File: config.mk
export PLATFORM = sky130hd
export DESIGN_NAME = irq_gate
export DESIGN_NICKNAME = d
export VERILOG_FILES = /design/src/rtl/irq_gate_pkg.sv /design/src/rtl/irq_sampler.sv /design/src/rtl/irq_prio_cmp.sv /design/src/rtl/irq_hold.sv /design/src/rtl/irq_gate.sv
export SDC_FILE = /design/constraint.sdc
export NUM_CORES = 1
export LEC_CHECK = 0
export BUFFER_PORTS_ARGS = -buffer_cell sky130_fd_sc_hd__buf_2
export CAP_MARGIN = 5
export CORE_AREA = 3 3 40 42
export CTS_CLUSTER_DIAMETER = 80
export DETAILED_ROUTE_END_ITERATION = 7
export DIE_AREA = 0 0 43 45
export PLACE_DENSITY_LB_ADDON = 0.3
export SLEW_MARGIN = 20
export SYNTH_ARGS = -nofsm -noshare
export SYNTH_HDL_FRONTEND = slang
export SYNTH_SLANG_ARGS = --single-unit
File: constraint.sdc
create_clock -name clk -period 1.7 [get_ports clk]
set_clock_uncertainty 0.05 [all_clocks]
set_input_delay 0.085 -clock clk [delete_from_list [all_inputs] [get_ports clk]]
set_output_delay 0.085 -clock clk [all_outputs]
set_load 0.01 [all_outputs]
File: src/rtl/irq_gate_pkg.sv
package irq_gate_pkg;
  localparam int unsigned DEF_CODE_W = 4;

  typedef enum logic {
    GATE_IDLE = 1'b0,
    GATE_PEND = 1'b1
  } gate_state_e;
endpackage

File: src/rtl/irq_sampler.sv
module irq_sampler #(
  parameter int unsigned CODE_W = irq_gate_pkg::DEF_CODE_W
) (
  input  logic              clk,
  input  logic              rst_n,
  input  logic              intreq_n,
  input  logic [CODE_W-1:0] icode,
  output logic              smp_req,
  output logic [CODE_W-1:0] smp_code
);
  // request and code share one register stage so the compare sees one edge
  always_ff @(posedge clk or negedge rst_n) begin
    if (!rst_n) begin
      smp_req  <= 1'b0;
      smp_code <= '0;
    end else begin
      smp_req  <= ~intreq_n;
      smp_code <= icode;
    end
  end
endmodule

File: src/rtl/irq_prio_cmp.sv
module irq_prio_cmp #(
  parameter int unsigned CODE_W = irq_gate_pkg::DEF_CODE_W
) (
  input  logic              smp_req,
  input  logic [CODE_W-1:0] smp_code,
  input  logic [CODE_W-1:0] mask,
  output logic              grant
);
  // lower code means higher priority; equal to the mask still passes
  always_comb begin
    grant = smp_req && (smp_code <= mask);
  end
endmodule

File: src/rtl/irq_hold.sv
module irq_hold #(
  parameter int unsigned CODE_W = irq_gate_pkg::DEF_CODE_W
) (
  input  logic              clk,
  input  logic              rst_n,
  input  logic              boundary,
  input  logic              grant,
  input  logic [CODE_W-1:0] smp_code,
  input  logic              take_ready,
  output logic              take_valid,
  output logic [CODE_W-1:0] take_level
);
  import irq_gate_pkg::*;

  gate_state_e              state_q, state_d;
  logic [CODE_W-1:0]        level_q, level_d;

  always_comb begin
    state_d = state_q;
    level_d = level_q;
    unique case (state_q)
      GATE_IDLE: begin
        if (boundary && grant) begin
          state_d = GATE_PEND;
          level_d = smp_code;
        end
      end
      GATE_PEND: begin
        // the handshake wins; a boundary in the same cycle is not looked at
        if (take_ready) begin
          state_d = GATE_IDLE;
        end
      end
      default: state_d = GATE_IDLE;
    endcase
  end

  always_ff @(posedge clk or negedge rst_n) begin
    if (!rst_n) begin
      state_q <= GATE_IDLE;
      level_q <= '0;
    end else begin
      state_q <= state_d;
      level_q <= level_d;
    end
  end

  assign take_valid = (state_q == GATE_PEND);
  assign take_level = level_q;
endmodule

File: src/rtl/irq_gate.sv
module irq_gate #(
  parameter int unsigned CODE_W = irq_gate_pkg::DEF_CODE_W
) (
  input  logic              clk,
  input  logic              rst_n,
  input  logic              intreq_n,
  input  logic [CODE_W-1:0] icode,
  input  logic [CODE_W-1:0] mask,
  input  logic              instr_boundary,
  output logic              take_valid,
  output logic [CODE_W-1:0] take_level,
  input  logic              take_ready
);
  logic              smp_req;
  logic [CODE_W-1:0] smp_code;
  logic              grant;

  irq_sampler #(.CODE_W(CODE_W)) u_sampler (
    .clk      (clk),
    .rst_n    (rst_n),
    .intreq_n (intreq_n),
    .icode    (icode),
    .smp_req  (smp_req),
    .smp_code (smp_code)
  );

  irq_prio_cmp #(.CODE_W(CODE_W)) u_cmp (
    .smp_req  (smp_req),
    .smp_code (smp_code),
    .mask     (mask),
    .grant    (grant)
  );

  irq_hold #(.CODE_W(CODE_W)) u_hold (
    .clk        (clk),
    .rst_n      (rst_n),
    .boundary   (instr_boundary),
    .grant      (grant),
    .smp_code   (smp_code),
    .take_ready (take_ready),
    .take_valid (take_valid),
    .take_level (take_level)
  );
endmodule

==> summary.md <==
| Metric | Value |
|---|---|
| Power share of the clock group | 29.7% |
| NetSw | 166.6 uW |
| R2r setup slk | 0.08 ns |
| Slew @ Worst Pin | 0.2181 ns |
| First-pass GRT wire length | 1414 um |
| Filler instances | 118 |
| Setup ws final | 0.08499 ns |
| Synth area leader | dfrtp_1 |
| Synth area leaders | dfrtp_1, mux2_4, ha_1 |
| Fin crit period | 1.615 ns |
| RR Startpoint | u_sampler.smp_code[3] |
| Setup violators final | 0 |
| IO Port Bufs | 17 |
| Largest net degree at the start of global routing | 11 |
| Initial drt markers | 1 |
| Most common cell after layout, fill and taps aside | buf_2 |
| Initial Util | 36.22% |
| Initial antenna violation count | 0 |
| Max stage delay on crit path | 0.40 ns |
| RSZ-0062 raised after global routing | no |
| Residual DRC | 0 |
| Post-synthesis area per instance | 14.55 um^2 |
| Pwr dens | 1012 nW/um^2 |
| Vias in the first global route | 338 |
| Antenna Nets Post-Route | 0 |
| Final TNS setup | 0 ns |
| TritonCTS clock tree | built |
| Worst hold path cell count | 3 |
| Root Buffer | clkbuf_4 |
| Critical path arrival | 1.71 ns |
| Cell Rows | 13 |
| VDD IR-drop max | 639.9 uV |
| Mapped cell area | 465.4 um^2 |
| Crit start category | register |
| Status | complete, no violations |
| GRT Util Overall | 10.25% |
| Seq/Total Area, Yosys | 53.76% |
| Vias | 312 |
| Worst setup path start | u_sampler.smp_code[3] |
| Drt pass-1 iters | 2 |
| I/O Pins | 18 |
| Seq pwr share | 44.1% |
| Leak pwr | 0.0003704 uW |
| Comb pwr share | 26.2% |
| Total routed wirelength | 789 um |
| Die Height | 45 um |
| Die W | 43 um |
| Nets@finish | 78 |
| CTS Sinks | 10 |
| Die area | 1935 um^2 |
| DP Worst Slack | 0.03627 ns |
| Cell internal pwr | 519.5 uW |
| GPL Wtd Cong | 0.6731 |
| Number of max-cap violations | 0 |
| Slew Limit Fails | 0 |
| Critical path required time | 1.79 ns |
| Diodes inserted | 0 |
| Non-Filler Instances | 75 |
| Dpl cells | 64 |
| Area delta synth->final | 45.70% |
| Slew headroom | 85.46% |
| Min-delay src | take_ready |
| Count of final hold-check violations | 0 |
| Grt total ovfl | 0 |
| Worst-Skew Late Latency | 0.25 ns |
| Fmax | 619.2 MHz |
| Synthesis Warnings | 0 |
| Tcrit/Tclk final | 95.00% |
| Syn Nets | 49 |
| Clock Tree Buf Depth | 2 |
| Clock-pin slew on the worst setup and hold paths | 0.06 ns |
| Cells after synthesis | 32 |
| CTS Buf Count | 3 |
| Final hold slack | 0.05863 ns |
| H-tree Lvls | 1 |
| Critical-path cell list | ha_1 > a211oi_2 > a21o_4 > mux2_4 |
| Drt wl/cell | 10.52 um |
| Post-synth top area share | 53.76% |
| Via-to-Cell Ratio | 4.160 |
| Ratio of cells with drive above 1 in the final layout | 53.33% |
| Final core utilization | 52.78% |
| Hold endpoint | u_hold.take_valid |
| Max stage delay cell, worst path | dfrtp_1 |
| Detailed Place HPWL | 599 um |
| Highest-count cells in the layout ignoring fill and taps | buf_2, dfrtp_1, inv_1, dlygate4sd3_1 |
| CP max FO | 5 |
| Post-synthesis register bit count | 10 |
| Post-synth cell types | 12 |
| CP Class | register to register |
| HP Class | input port to register |
| R2r endpoint | u_hold.take_level[2] |
| Core area | 1285 um^2 |
| Path depth of the worst reg2reg path | 4 |
| Crit end category | register |
| Net switching fraction of the power | 24.29% |
## sequential cells by signal (all words and copies together), names as in the netlist
register / flops
u_hold.take_level: 4
u_hold.take_valid: 1
u_sampler.smp_req: 1
u_sampler.smp_code: 4
## metrics by stage
step / power, uW / area, um^2
after global routing: 733.9 / 678.2
after global placement: 473.7 / 569.3
after detailed placement: 474.7 / 569.3
after floorplan: 407.3 / 465.4
final: 686.1 / 678.2
after CTS: 696.3 / 665.6
## cells by family (layout without fill, tap and decap cells)
family | after synthesis | in the layout | share of synthesized area [%]
multiplexers | 4 | 4 | 12.90
flip-flops | 10 | 10 | 53.76
AND/OR/NAND/NOR | 4 | 4 | 8.334
AO/OA/AOI/OAI | 4 | 4 | 9.408
adder cells (fa/ha/maj) | 4 | 4 | 10.75
buffers and inverters | 6 | 34 | 4.838
## per-layer routing
| layer | part of all wire (%) | vias to the layer above | global-route usage, % |
|---|---|---|---|
| li1 | - | 164 | - |
| met1 | 46 | 136 | 12.18 |
| met2 | 47 | 10 | 15.27 |
| met3 | 5.6 | 2 | 2.789 |
| met4 | 1.3 | 0 | 9.036 |
| met5 | 0 | - | 0 |
## Yosys cell counts, drive strengths merged
| master | number |
|---|---|
| a211oi | 1 |
| a21o | 2 |
| dfrtp | 10 |
| ha | 4 |
| inv | 6 |
| mux2 | 4 |
| nand3b | 1 |
| nand4 | 1 |
| nor2 | 1 |
| nor2b | 1 |
| o211ai | 1 |
## power by group through the flow
| stage | clock, uW | sequential (uW) | combinational [uW] |
|---|---|---|---|
| final | 204 | 303 | 180 |
| after global routing | 226 | 310 | 198 |
| after CTS | 213 | 304 | 180 |
| after detailed placement | 0 | 308 | 166 |
| after global placement | 0 | 308 | 166 |
| after floorplan | 0 | 324 | 83.7 |
## worst max-delay path: cells and delay by family (launching register included)
| family | cells | cell delay, ns |
|---|---|---|
| adder cells (fa/ha/maj) | 1 | 0.33 |
| multiplexers | 1 | 0.30 |
| AO/OA/AOI/OAI | 2 | 0.42 |
| flip-flops | 1 | 0.40 |
## layout make-up
type	count	area [um^2]	share of cell area, %
Inverter	6	22.52	3.321
Multi-Input combinational cell	16	197.7	29.15
Timing Repair Buffer	24	152.6	22.51
Tap cell	15	18.77	2.768
Sequential cell	10	250.2	36.90
Clock buffer	4	36.28	5.351
## how the worst max path moves through the flow
| stage | cells past startpoint | slack [ns] | to |
|---|---|---|---|
| after floorplan | 4 | 0.14 | u_hold.take_level[0] |
| after CTS | 4 | 0.01 | u_hold.take_level[2] |
| after detailed placement | 4 | 0.04 | u_hold.take_level[2] |
| final | 4 | 0.08 | u_hold.take_level[2] |
| after global routing | 5 | 0.003 | u_hold.take_level[0] |
| after global placement | 4 | 0.02 | u_hold.take_level[1] |
## repair_timing
action | in CTS | in global routing
hold buffers | 6 | 0
gates resized for setup | 0 | 1
endpoints found under the hold margin | 15 | 0
endpoints found under the setup margin | 0 | 4
buffers inserted | 0 | 1
Power figures use the tool's default switching activity.
